[config.mk]
export PLATFORM = sky130hd
export DESIGN_NAME = dual_cmp_timer
export DESIGN_NICKNAME = d
export VERILOG_FILES = /design/src/rtl/dct_pkg.sv /design/src/rtl/dct_timer_unit.sv /design/src/rtl/dct_read_mux.sv /design/src/rtl/dual_cmp_timer.sv
export SDC_FILE = /design/constraint.sdc
export NUM_CORES = 1
export LEC_CHECK = 0
export ABC_AREA = 1
export ABC_CLOCK_PERIOD_IN_PS = 2700
export BUFFER_PORTS_ARGS = -buffer_cell sky130_fd_sc_hd__buf_2
export CAP_MARGIN = 10
export CORE_ASPECT_RATIO = 0.75
export CORE_UTILIZATION = 60
export CTS_BUF_LIST = sky130_fd_sc_hd__clkbuf_4 sky130_fd_sc_hd__clkbuf_8
export DETAILED_ROUTE_END_ITERATION = 10
export HOLD_SLACK_MARGIN = 0.06
export MAX_ROUTING_LAYER = met4
export PLACE_DENSITY = 0.78
export SLEW_MARGIN = 20
export SYNTH_ARGS = -nofsm -noshare
export SYNTH_HDL_FRONTEND = slang
export SYNTH_SLANG_ARGS = --single-unit
[constraint.sdc]
create_clock -name clk -period 2.7 [get_ports clk]
set_input_delay 0.135 -clock clk [delete_from_list [all_inputs] [get_ports clk]]
set_output_delay 0.135 -clock clk [all_outputs]
set_load 0.005 [all_outputs]
[src/rtl/dct_pkg.sv]
package dct_pkg;

    // control register bit positions
    localparam int EN_BIT = 0;
    localparam int AR_BIT = 1;

    // word offset of a register inside one timer's group of four
    typedef enum logic [1:0] {
        OFF_CTRL = 2'd0,
        OFF_CMP  = 2'd1,
        OFF_CNT  = 2'd2,
        OFF_NONE = 2'd3
    } reg_off_e;

    // per-timer write strobes
    typedef struct packed {
        logic ctrl;
        logic cmp;
        logic cnt;
    } wr_strobe_t;

    function automatic wr_strobe_t decode_strobe(input logic we, input logic [1:0] off);
        wr_strobe_t s;
        s.ctrl = we && (reg_off_e'(off) == OFF_CTRL);
        s.cmp  = we && (reg_off_e'(off) == OFF_CMP);
        s.cnt  = we && (reg_off_e'(off) == OFF_CNT);
        return s;
    endfunction

endpackage

[src/rtl/dct_timer_unit.sv]
module dct_timer_unit
    import dct_pkg::*;
#(
    parameter int DATA_W = 32
) (
    input  logic              clk,
    input  logic              rst,
    input  wr_strobe_t        wr,
    input  logic [DATA_W-1:0] wdata,
    output logic [DATA_W-1:0] ctrl_q,
    output logic [DATA_W-1:0] cmp_q,
    output logic [DATA_W-1:0] cnt_q,
    output logic              irq
);

    localparam logic [DATA_W-1:0] ONE = DATA_W'(1);

    logic              hit;
    logic [DATA_W-1:0] load_val;

    // a match is any enabled cycle where the count is at or past the limit
    assign hit      = ctrl_q[EN_BIT] && (cnt_q >= cmp_q);
    // counter writes are limited to the current compare value
    assign load_val = (wdata > cmp_q) ? cmp_q : wdata;

    always_ff @(posedge clk) begin
        if (rst) begin
            ctrl_q <= '0;
            cmp_q  <= '0;
            cnt_q  <= '0;
            irq    <= 1'b0;
        end else begin
            irq <= hit;

            if (wr.ctrl) begin
                ctrl_q <= wdata;
            end else if (hit && !ctrl_q[AR_BIT]) begin
                ctrl_q[EN_BIT] <= 1'b0;
            end

            if (wr.cmp) begin
                cmp_q <= wdata;
            end

            if (wr.cnt) begin
                cnt_q <= load_val;
            end else if (hit) begin
                if (ctrl_q[AR_BIT]) begin
                    cnt_q <= '0;
                end
            end else if (ctrl_q[EN_BIT]) begin
                cnt_q <= cnt_q + ONE;
            end
        end
    end


    oneshot_stop_chk: assert property (@(posedge clk) disable iff (rst)
        (hit && !ctrl_q[AR_BIT] && !wr.ctrl) |=> !ctrl_q[EN_BIT]);


    restart_zero_chk: assert property (@(posedge clk) disable iff (rst)
        (hit && ctrl_q[AR_BIT] && !wr.cnt) |=> (cnt_q == '0));


    hold_idle_chk: assert property (@(posedge clk) disable iff (rst)
        (!ctrl_q[EN_BIT] && !wr.cnt) |=> $stable(cnt_q));


    count_step_chk: assert property (@(posedge clk) disable iff (rst)
        (ctrl_q[EN_BIT] && (cnt_q < cmp_q) && !wr.cnt) |=> (cnt_q == $past(cnt_q) + ONE));


    load_clip_chk: assert property (@(posedge clk) disable iff (rst)
        wr.cnt |=> (cnt_q <= $past(cmp_q)));


    irq_source_chk: assert property (@(posedge clk) disable iff (rst)
        irq |-> $past(ctrl_q[EN_BIT]));

endmodule

[src/rtl/dct_read_mux.sv]
module dct_read_mux
    import dct_pkg::*;
#(
    parameter int NUM_TIMERS = 2,
    parameter int DATA_W     = 32,
    parameter int ADDR_W     = 3
) (
    input  logic                              clk,
    input  logic                              rst,
    input  logic [ADDR_W-1:0]                 addr,
    input  logic [NUM_TIMERS-1:0][DATA_W-1:0] ctrl_v,
    input  logic [NUM_TIMERS-1:0][DATA_W-1:0] cmp_v,
    input  logic [NUM_TIMERS-1:0][DATA_W-1:0] cnt_v,
    output logic [DATA_W-1:0]                 rdata
);

    localparam int IDX_W = ADDR_W - 2;

    logic [IDX_W-1:0]  idx;
    reg_off_e          off;
    logic [DATA_W-1:0] rd_next;

    assign idx = addr[ADDR_W-1:2];
    assign off = reg_off_e'(addr[1:0]);

    always_comb begin
        rd_next = '0;
        for (int t = 0; t < NUM_TIMERS; t++) begin
            if (idx == IDX_W'(t)) begin
                unique case (off)
                    OFF_CTRL: rd_next = ctrl_v[t];
                    OFF_CMP:  rd_next = cmp_v[t];
                    OFF_CNT:  rd_next = cnt_v[t];
                    OFF_NONE: rd_next = '0;
                endcase
            end
        end
    end

    always_ff @(posedge clk) begin
        if (rst) begin
            rdata <= '0;
        end else begin
            rdata <= rd_next;
        end
    end


    unmapped_zero_chk: assert property (@(posedge clk) disable iff (rst)
        (addr[1:0] == 2'd3) |=> (rdata == '0));

endmodule

[src/rtl/dual_cmp_timer.sv]
module dual_cmp_timer
    import dct_pkg::*;
#(
    parameter int NUM_TIMERS = 2,
    parameter int DATA_W     = 32,
    parameter int ADDR_W     = ((NUM_TIMERS > 1) ? $clog2(NUM_TIMERS) : 1) + 2
) (
    input  logic                  clk,
    input  logic                  rst,
    input  logic [ADDR_W-1:0]     bus_addr,
    input  logic                  bus_we,
    input  logic [DATA_W-1:0]     bus_wdata,
    output logic [DATA_W-1:0]     bus_rdata,
    output logic [NUM_TIMERS-1:0] irq
);

    localparam int IDX_W = ADDR_W - 2;

    logic [NUM_TIMERS-1:0][DATA_W-1:0] ctrl_v;
    logic [NUM_TIMERS-1:0][DATA_W-1:0] cmp_v;
    logic [NUM_TIMERS-1:0][DATA_W-1:0] cnt_v;

    for (genvar t = 0; t < NUM_TIMERS; t++) begin : g_timer
        wr_strobe_t strobe;

        assign strobe = decode_strobe(bus_we && (bus_addr[ADDR_W-1:2] == IDX_W'(t)),
                                      bus_addr[1:0]);

        dct_timer_unit #(
            .DATA_W (DATA_W)
        ) u_unit (
            .clk    (clk),
            .rst    (rst),
            .wr     (strobe),
            .wdata  (bus_wdata),
            .ctrl_q (ctrl_v[t]),
            .cmp_q  (cmp_v[t]),
            .cnt_q  (cnt_v[t]),
            .irq    (irq[t])
        );
    end

    dct_read_mux #(
        .NUM_TIMERS (NUM_TIMERS),
        .DATA_W     (DATA_W),
        .ADDR_W     (ADDR_W)
    ) u_rmux (
        .clk    (clk),
        .rst    (rst),
        .addr   (bus_addr),
        .ctrl_v (ctrl_v),
        .cmp_v  (cmp_v),
        .cnt_v  (cnt_v),
        .rdata  (bus_rdata)
    );


    reset_quiet_chk: assert property (@(posedge clk)
        $past(rst) |-> (irq == '0));

endmodule

Word level (Yosys, flattened, before mapping)
Index checks and enable logic that the tools add are counted.
Word-level totals
  bits in latches: 0
  ROM bits: 0
  memories kept: 0
  register bits: 226
  output and inout port bits: 34
  input port bits: 38
  bits in writable memories: 0
  word-level logic and storage cells: 61
Cells by class
  $mul: 0
  shifts and indexed selects: 0
  divide/modulo/power cells: 0
  eq/ne operators: 5
  $lt $le $gt $ge: 4
  reduce and logical (&&, ||, !) cells: 21
  muxes and demuxes: 17
  add/sub/neg operators: 2
  bitwise logic cells: 1
Operator list (number)
  $mux 32: 11
  $pmux 32 s4: 2
  $add 32x1->32 const B: 2
  $ge 32x32->1: 2
  $gt 32x32->1: 2
  $logic_and 1x1->1: 12
  $ne 3x2->1 const B: 2
  $reduce_bool 3->1: 2
  $eq 2x2->1 const B: 2
  $mux 1: 4
  $reduce_and 2->1: 2
  $reduce_bool 2->1: 2
  $eq 2x1->1 const B: 1
  $logic_not 1->1: 2
  $logic_not 2->1: 1
  $not 1->1: 1

Logic depth before layout (Yosys ltp)
Gate-level depths: netlist of run 1.
  depth in word-level cells: 5
  gate-level depth with buffers: 21
  depth with buffers taken out: 19

Hierarchy
A second synthesis of run 1 with hierarchy kept.
Unflattened totals
  cells, all modules: 2645
  area total of the unflattened synthesis: 16294.4 sq um
Modules (own cells, without submodules)
  dct_timer_unit: cells an instance 1068, times used 2, sequential area each 1941.9 sq um, area each 6814.0 sq um
  dct_read_mux: cells an instance 495, times used 1, sequential area each 640.6 sq um, area each 2613.8 sq um
  dual_cmp_timer: cells an instance 14, times used 1, sequential area each 0.0 sq um, area each 52.6 sq um

Worst setup path after synthesis of run 1
OpenSTA, ideal clock, no wires.
  path type: reg2reg
  from: reg g_timer[1].u_unit.cnt_q[3]
  to: reg g_timer[1].u_unit.cnt_q[11]
  arrival time: 1.853 ns
  required time: 2.591 ns
  path buffers: 2
  stages on the path, launching flop included: 20
  path slack: 0.739 ns
  clock period less this slack: 1.961 ns
  setup time: 0.109 ns
  cell sequence: dfxtp_1 > ha_1 > nand2_1 > nand2_1 > nor2_1 > nand2_1 > nand2_1 > nand2_1 > nand2_1 > nand2_1 > nand2_1 > nand2_1 > nand2_1 > nand2_2 > nand2_2 > buf_4 > buf_6 > nand3_1 > nand2_1 > inv_1
On the way
  cells in the longest elaborated chain, start to end: 4
  elaborated cells on any way between the ends: 9
  those cells by class: add/sub: 1; order compare: 1; eq/ne: 1; mux: 3; reduce/logical: 3
RTL lines
  start, declared: line dct_timer_unit.sv:12  | output logic [DATA_W-1:0] cnt_q,
  start signal, assigned: line dct_timer_unit.sv:46  | cnt_q <= load_val;
  start signal, assigned: line dct_timer_unit.sv:52  | cnt_q <= cnt_q + ONE;
  $add 32x1->32 / $ge 32x32->1 (equally long branches): line dct_timer_unit.sv:52, dct_timer_unit.sv:22
  $mux 32 / $logic_and 1x1->1 (equally long branches): line dct_timer_unit.sv:51, dct_timer_unit.sv:22
  $mux 32, or another cell as far along: line dct_timer_unit.sv:47  | end else if (hit) begin
  $mux 32 / $reduce_and 2->1 (equally long branches)
Parallel ways exist; a longest one is shown, timed or not. The select of a mux whose other input is x is not followed.
A chain may end at the register's enable or synchronous reset.

Worst setup path in the final report of run 1
  from: reg g_timer[0].u_unit.cmp_q[31]
  to: reg g_timer[0].u_unit.cnt_q[3]
On the way
  cells in the longest elaborated chain, start to end: 4
  elaborated cells on any way between the ends: 9
  those cells by class: order compare: 2; eq/ne: 1; mux: 3; reduce/logical: 3
RTL lines
  start, declared: line dct_timer_unit.sv:11  | output logic [DATA_W-1:0] cmp_q,
  start signal, assigned: line dct_timer_unit.sv:42  | cmp_q <= wdata;
  $ge 32x32->1: line dct_timer_unit.sv:22  | assign hit = ctrl_q[EN_BIT] && (cnt_q >= cmp_q);
  $logic_and 1x1->1: line dct_timer_unit.sv:22
  $ne 3x2->1 (no source line), or another cell as far along
  $reduce_and 2->1 (no source line) / $mux 32 (equally long branches)
  end signal, assigned: line dct_timer_unit.sv:46
  end signal, assigned: line dct_timer_unit.sv:52
  end, declared: line dct_timer_unit.sv:12
Parallel ways exist; a longest one is shown, timed or not.

==> run_results.csv, run 1 <==
group,metric,value,unit
critical_path,crit_end,"g_timer[0].u_unit.cnt_q[3]$_SDFFE_PP0P_",
detailed_routing,routedWlPerCell,19.8,um
synth,ys_seq_elements,226,
timing,tns,0,ps
critical_path,worstReg2RegEnd,"g_timer[0].u_unit.cnt_q[3]$_SDFFE_PP0P_",
synth,syn-num-nets,2431,
clocking,cts.sinks,226,
placed_design,hpwlAfterDp,37800,um
pwr,p_leak,7.83,nW
detailed_routing,drt_iter0_drc,2058,
detailed_routing,vias_per_cell,6.04,
die,die-height,140,um
clocking,cts_buffer_depth,3,
detailed_routing,first_pass_iters,6,
critical_path,r2r_cells,12,
timing,whs,139,ps
timing,final_hold_viol_count,0,
critical_path,crit_family,"simple AND/OR/NAND/NOR gates",
critical_path,cp-start-kind,"flop",
critical_path,cp_num_cells,12,
synth,syn_area,15300,um2
global_route,first_global_vias,15000,
finish,drive_gt1_frac,0.101,
clocking,cts_htree_levels,2,
job,drv_cap,0,
timing,max_slew_margin,0.474,
global_route,grt_start_max_net_pins,78,
critical_path,reg2reg_from,"g_timer[0].u_unit.cmp_q[31]$_SDFFE_PP0P_",
die,chipWidth,186,um
finish,fin_nets,2505,
critical_path,ff2ff_setup_slack,50,ps
global_route,grtUsageTotal,0.416,
global_route,gr-total-overflow,0,
timing,clock.fmax,377,MHz
critical_path,cp_slowest_cell,"nor3_1",
global_route,grt_pass1_wl,81600,um
detailed_routing,ant_nets,0,
finish,syn_to_final_growth,13.8,%
clocking,clock_latency,580,ps
critical_path,critPathCaptureType,"flop",
critical_path,critPathLaunch,"g_timer[0].u_unit.cmp_q[31]$_SDFFE_PP0P_",
detailed_routing,vias,16300,
die,core,25000,um2
critical_path,crit_chain,"inv_1 > ha_1 > nand2_1 > nor3_1 > and3_1 > nand2_1 > nand2_2 > buf_12 > nand3_1 > a21oi_1 > nor2_1 > nor2_1",
synth,synth.avg_cell_area,6.74,um2
critical_path,path_max_fanout,31,
critical_path,critPathRequiredTime,3200,ps
detailed_routing,routed_wl,53500,um
die,start_util,0.611,
placed_design,io_buffers,71,
pwr,power_density,532,nW/um2
timing,slew_violations,0,
clocking,postCtsSetupBuffers,0,
detailed_routing,route.detailed.drc,0,
die,io_pins,72,
critical_path,slowest_delay,470,ps
critical_path,path_buf_inv,2,
synth,ys_seq_area_frac,0.296,
timing,min_period,2650,ps
timing,rsz0062_at_grt,"false",
timing,tightest_slew,789,ps
finish,nFillCells,2193,
timing,skew,21.8,ps
outcome,status,"complete, no violations",
pwr,peakVddDrop,0.000402,V
die,std_cell_rows,50,
clocking,clk_pin_slew,70,ps
timing,fin_crit_sh,0.982,
clocking,numCtsBuffers,39,
synth,yosysWarningCount,0,
synth,ys_types,33,
critical_path,arrival,3150,ps
die,dieArea,26100,um2
clocking,cts_root_buffer,"clkbuf_8",
min_path,hp-class,"in -> reg",
critical_path,critical_path_class,"reg -> reg",
global_route,antenna_found_initial,1,
synth,syn_inst,2263,
placed_design,gp_congestion,0.987,
clocking,cts_tree,"done",
timing,setup_violations,0,
-- how the worst min path moves through the flow --
stage          slack, ps  depth (start not counted)                                      start                                   endpoint
2_1_floorplan        270                          2                              bus_wdata[21]  g_timer[0].u_unit.ctrl_q[21]$_SDFFE_PP0P_
3_3_place_gp         500                          2  g_timer[1].u_unit.ctrl_q[21]$_SDFFE_PP0P_  g_timer[1].u_unit.ctrl_q[21]$_SDFFE_PP0P_
3_5_place_dp         500                          2  g_timer[1].u_unit.ctrl_q[25]$_SDFFE_PP0P_  g_timer[1].u_unit.ctrl_q[25]$_SDFFE_PP0P_
4_1_cts              110                          4                                        rst   g_timer[1].u_unit.cnt_q[17]$_SDFFE_PP0P_
5_1_grt              160                          4                                        rst  g_timer[1].u_unit.ctrl_q[25]$_SDFFE_PP0P_
6_report             140                          3                                        rst           g_timer[1].u_unit.irq$_SDFF_PP0_
-- state kept, by name, indices dropped and copies added (netlist names) --
register and flops:
g_timer.u_unit.cmp_q 64, g_timer.u_unit.cnt_q 64, g_timer.u_unit.ctrl_q 64, u_rmux.rdata 32
g_timer.u_unit.irq 2
-- logic make-up after synthesis --
| logic type | Yosys count | synth area share |
|---|---|---|
| AND/OR/NAND/NOR | 920 | 0.270 |
| AO/OA/AOI/OAI | 517 | 0.187 |
| buffers and inverters | 413 | 0.107 |
| flip-flops | 226 | 0.296 |
| adder cells (fa/ha/maj) | 130 | 0.107 |
| XOR/XNOR | 57 | 0.0327 |
-- synthesized netlist by cell type (all sizes together) --
master    n  area, um2
a211oi   25        188
a21o      5       37.5
a21oi   207       1040
a221oi   43        377
and3      2       12.5
buf      44        248
clkbuf   85        319
clkinv    6       22.5
dfxtp   226       4520
ha      130       1630
inv     278       1040
nand2   394       1490
nand3   210       1080
nand3b   42        315
nand4    24        150
nor2    177        684
nor3     70        382
nor4      1       6.26
o21a      6       45.0
o21ai   214       1070
o22ai    17        106
xnor2     1       8.76
xor2     56        490
-- worst reg2reg max path, stage by stage (launching register included) --
cell and delay [ps]:
dfxtp_1 320, inv_1 100, ha_1 310, nand2_1 90, nor3_1 470, and3_1 290
nand2_1 110, nand2_2 150, buf_12 220, nand3_1 130, a21oi_1 260, nor2_1 70
nor2_1 70
-- layout make-up --
cell class,count,area (um2),area share
clock inverter,16,180,0.0104
sequential,226,4520,0.260
timing repair buffer,162,1320,0.0757
inverter,284,1070,0.0615
tap,338,423,0.0243
multi-input combinational,1624,9160,0.527
clock buffer,53,698,0.0402
antenna,1,2.50,0.000144
-- power breakdown --
part           internal, W  switching (W)  leakage (nW)  total (W)
Sequential         0.00350       0.000158          1.84    0.00366
Clock              0.00207        0.00156         0.472    0.00362
Combinational     0.000710        0.00125          5.52    0.00196
Total              0.00628        0.00297          7.83    0.00925
-- placed cells by master (no fill, tap or decap), types with 48 or more instances in the layout --
master	synthesis	final
nand2_1	388	387
inv_1	269	268
dfxtp_1	226	226
nand3_1	205	205
a21oi_1	207	205
o21ai_0	199	199
nor2_1	169	166
ha_1	130	130
buf_2	24	71
nor3_1	65	65
xor2_1	56	56
clkbuf_8	0	48
-- routing by layer --
layer / track usage / up-vias / routed length [um]
met3: 0.0884 / 142 / 6060
met2: 0.608 / 960 / 22700
met1: 0.562 / 7464 / 22800
li1: - / 7767 / -
met4: 0.154 / 0 / 1910
met5: - / - / 0
-- metrics by stage --
step	setup slack, ps	utilization	std cells	area (um2)	power [W]
2_1_floorplan	739	-	2263	15300	0.00494
6_report	48.2	0.696	2704	17400	0.00925
5_1_grt	18.7	0.696	2704	17400	0.00965
3_3_place_gp	196	0.645	2600	16100	0.00550
4_1_cts	109	0.693	2701	17300	0.00915
3_5_place_dp	161	0.645	2600	16100	0.00555
-- what timing repair did --
item	4_1_cts	5_1_grt
hold buffers	32	0
resized for setup	0	5
endpoints found under the hold margin	138	0
setup endpoints to repair	0	64
No activity file was read; power rests on OpenSTA's default activity.
==> run 2, diff against run 1 <==
--- a/config.mk
+++ b/config.mk
@@ -14,9 +14,9 @@
 export CTS_BUF_LIST = sky130_fd_sc_hd__clkbuf_4 sky130_fd_sc_hd__clkbuf_8
 export DETAILED_ROUTE_END_ITERATION = 10
 export HOLD_SLACK_MARGIN = 0.06
-export MAX_ROUTING_LAYER = met4
 export PLACE_DENSITY = 0.78
 export SLEW_MARGIN = 20
 export SYNTH_ARGS = -nofsm -noshare
 export SYNTH_HDL_FRONTEND = slang
+export SYNTH_HIERARCHICAL = 1
 export SYNTH_SLANG_ARGS = --single-unit
==> run_results.csv, run 2 <==
group,metric,value,unit
outcome,status,"complete, but fails checks",
outcome,violations,"negative setup slack",
synth,synth_top_area_frac,0.278,
detailed_routing,vias_per_cell,5.87,
global_route,grt_start_max_net_pins,97,
critical_path,critPathCaptureType,"flop",
synth,async_flop_share,0,
clocking,clk_pin_slew,60,ps
finish,final_common_cell,"nand2_1",
critical_path,reg2reg_from,"g_timer[0].u_unit/cmp_q[20]$_SDFFE_PP0P_",
min_path,hp-class,"in -> reg",
clocking,cts_root_buffer,"clkbuf_8",
clocking,cts.sinks,226,
min_path,hp-start,"bus_addr[2]",
min_path,worstHoldPathCells,4,
timing,setup_violations,2,
synth,syn_inst,2645,
clocking,clock_latency,590,ps
synth,yosysWarningCount,6,
timing,min_period,2710,ps
global_route,grtUsageMet3,0.0815,
die,core,26300,um2
global_route,grt_use_met2,0.610,
finish,nFillCells,2416,
synth,ys_seq_elements,226,
pwr,p_switching,0.00306,W
pwr,peakVddDrop,0.000512,V
global_route,antenna_found_initial,1,
placed_design,dp_cells,2993,
timing,fin_crit_sh,1.01,
synth,synth_top_area_cell,"dfxtp_1",
global_route,met1_usage,0.547,
critical_path,critPathLaunch,"g_timer[0].u_unit/cmp_q[20]$_SDFFE_PP0P_",
global_route,gr-total-overflow,0,
clocking,cts_tree,"done",
global_route,first_global_vias,16100,
timing,tightest_slew,677,ps
detailed_routing,first_pass_iters,6,
die,chipWidth,192,um
die,start_util,0.620,
detailed_routing,ant_nets,0,
finish,syn_to_final_growth,13.2,%
die,std_cell_rows,51,
clocking,cts_buffer_depth,3,
clocking,cts_htree_levels,2,
finish,fin_nets,2902,
pwr,combPwrFrac,0.231,
critical_path,critical_path_class,"reg -> reg",
synth,syn_area,16300,um2
placed_design,place_area,17100,um2
timing,max_slew_margin,0.547,
timing,clock.fmax,368,MHz
finish,drive_gt1_frac,0.103,
critical_path,cp_slowest_cell,"nor3b_4",
pwr,p_leak,8.85,nW
pwr,power_density,497,nW/um2
timing,skew,34.7,ps
critical_path,slowest_delay,400,ps
placed_design,gp_congestion,0.950,
placed_design,io_buffers,71,
synth,synth_edf_count,0,
finish,diodes,0,
critical_path,path_max_fanout,15,
synth,ys_types,31,
synth,yosys-top-cells-area,"dfxtp_1, nand2_1, nor2_1",
pwr,sw_frac_of_total,0.334,
critical_path,cp_common_cell,"nor2_1",
timing,setup_slack,-14.3,ps
global_route,grt.busiest_layer,"met2",
pwr,p_seq_frac,0.399,
finish,layout_common_cells,"nand2_1, nor2_1, dfxtp_1",
die,die-height,145,um
global_route,grt_pass1_wl,86200,um
clocking,numCtsBuffers,40,
detailed_routing,routedWlPerCell,18.0,um
critical_path,crit_chain,"inv_1 > ha_1 > nand2_1 > nor2_2 > nand4_1 > nor3b_4 > buf_4 > nand3b_1 > buf_6 > buf_8 > a21oi_1 > nor2_1 > nor2_1 > nor2_1",
job,drv_cap,0,
detailed_routing,vias,18200,
finish,fin_area,18400,um2
critical_path,arrival,3180,ps
pwr,p_clk_frac,0.370,
timing,slew_violations,0,
finish,layoutNonFillerInstCount,3107,
finish,reg_top3,"g_timer.u_unit/cmp_q: 64 flops, g_timer.u_unit/cnt_q: 64 flops, g_timer.u_unit/ctrl_q: 64 flops",
synth,synth.avg_cell_area,6.16,um2
pwr,p_int,0.00610,W
critical_path,r2r_cells,14,
synth,synth_common_cells,"nand2_1, nor2_1, dfxtp_1",
die,io_pins,72,
synth,syn-num-nets,2813,
critical_path,critPathRequiredTime,3160,ps
global_route,grtUsageTotal,0.396,
detailed_routing,routed_wl,55800,um
placed_design,hpwlAfterDp,39300,um
timing,final_hold_viol_count,0,
synth,synthFlopType,"dfxtp_1",
synth,yosysMostFrequentCell,"nand2_1",
critical_path,cp-start-kind,"flop",
die,dieArea,27800,um2
detailed_routing,drt_iter0_drc,2083,
detailed_routing,route.detailed.drc,0,
synth,ys_seq_area_frac,0.278,
==> run 2: worst max-delay path: cells and delay by family (launching register included) <==
kind	cells	cell delay [ps]
AOI/OAI and AO/OA	1	170
adders and majority gates	1	280
buffers and inverters	4	630
DFF	1	340
and+or+nand+nor	8	1190
==> run 2: what timing repair did <==
action / CTS / global route
gates cloned: 0 / 3
hold buffers: 33 / 0
buffers inserted: 1 / 6
resized for setup: 2 / 22
pin swaps: 1 / 6
hold endpoints to repair: 111 / 0
endpoints found under the setup margin: 29 / 60
==> run 2: metal layers <==
metal	wire length [um]	part of all wire	up-vias
met5	13	0.00023	-
li1	-	-	8709
met4	1850	0.033	2
met2	23600	0.42	1084
met3	6600	0.12	159
met1	23800	0.43	8288
==> run 2: power groups by stage <==
stage	combinational [W]	clock, W	sequential, W
after floorplan	0.00137	0	0.00369
after global placement	0.00194	0	0.00372
after detailed placement	0.00200	0	0.00372
after CTS	0.00205	0.00339	0.00365
after global routing	0.00236	0.00355	0.00367
final	0.00212	0.00339	0.00365
==> run 2: worst paths after layout <==
| path | slack, ps | end |
|---|---|---|
| worst max register to register | -10 | g_timer[0].u_unit/cnt_q[16]$_SDFFE_PP0P_ |
| worst min-delay path | 110 | u_rmux/rdata[23]$_SDFF_PP0_ |
| worst max-delay path | -10 | g_timer[0].u_unit/cnt_q[16]$_SDFFE_PP0P_ |
| worst min register to register | 500 | g_timer[1].u_unit/ctrl_q[4]$_SDFFE_PP0P_ |
==> run 2: cell type report <==
class	count	area (um2)	share of cell area
clock inverter	10	55.1	0.00298
multi-input combinational	2084	10400	0.564
timing repair buffer	190	1530	0.0830
tap	344	430	0.0233
clock buffer	61	771	0.0418
inverter	192	726	0.0393
sequential	226	4530	0.245
==> run 2: cells by family (layout without fill, tap and decap cells) <==
group / Yosys count / in the layout / share of synthesized area
AO/OA/AOI/OAI: 378 / 378 / 0.122
XOR/XNOR: 48 / 48 / 0.0258
adder cells (fa/ha/maj): 130 / 130 / 0.0998
buffers and inverters: 335 / 453 / 0.0872
flip-flops: 226 / 226 / 0.278
AND/OR/NAND/NOR: 1528 / 1528 / 0.387
==> run 2: stage by stage <==
stage                     hold WS (ps)  power (W)  TNS (ps)  utilization  worst slack [ps]
final                              111    0.00916     -26.8        0.702             -14.3
after global routing               120    0.00958     -1600        0.702              -118
after CTS                         65.8    0.00909         0        0.696              26.0
after detailed placement           463    0.00572     -1640        0.651             -98.9
after global placement             453    0.00565      -982        0.651             -63.7
after floorplan                    207    0.00506         0            -               696
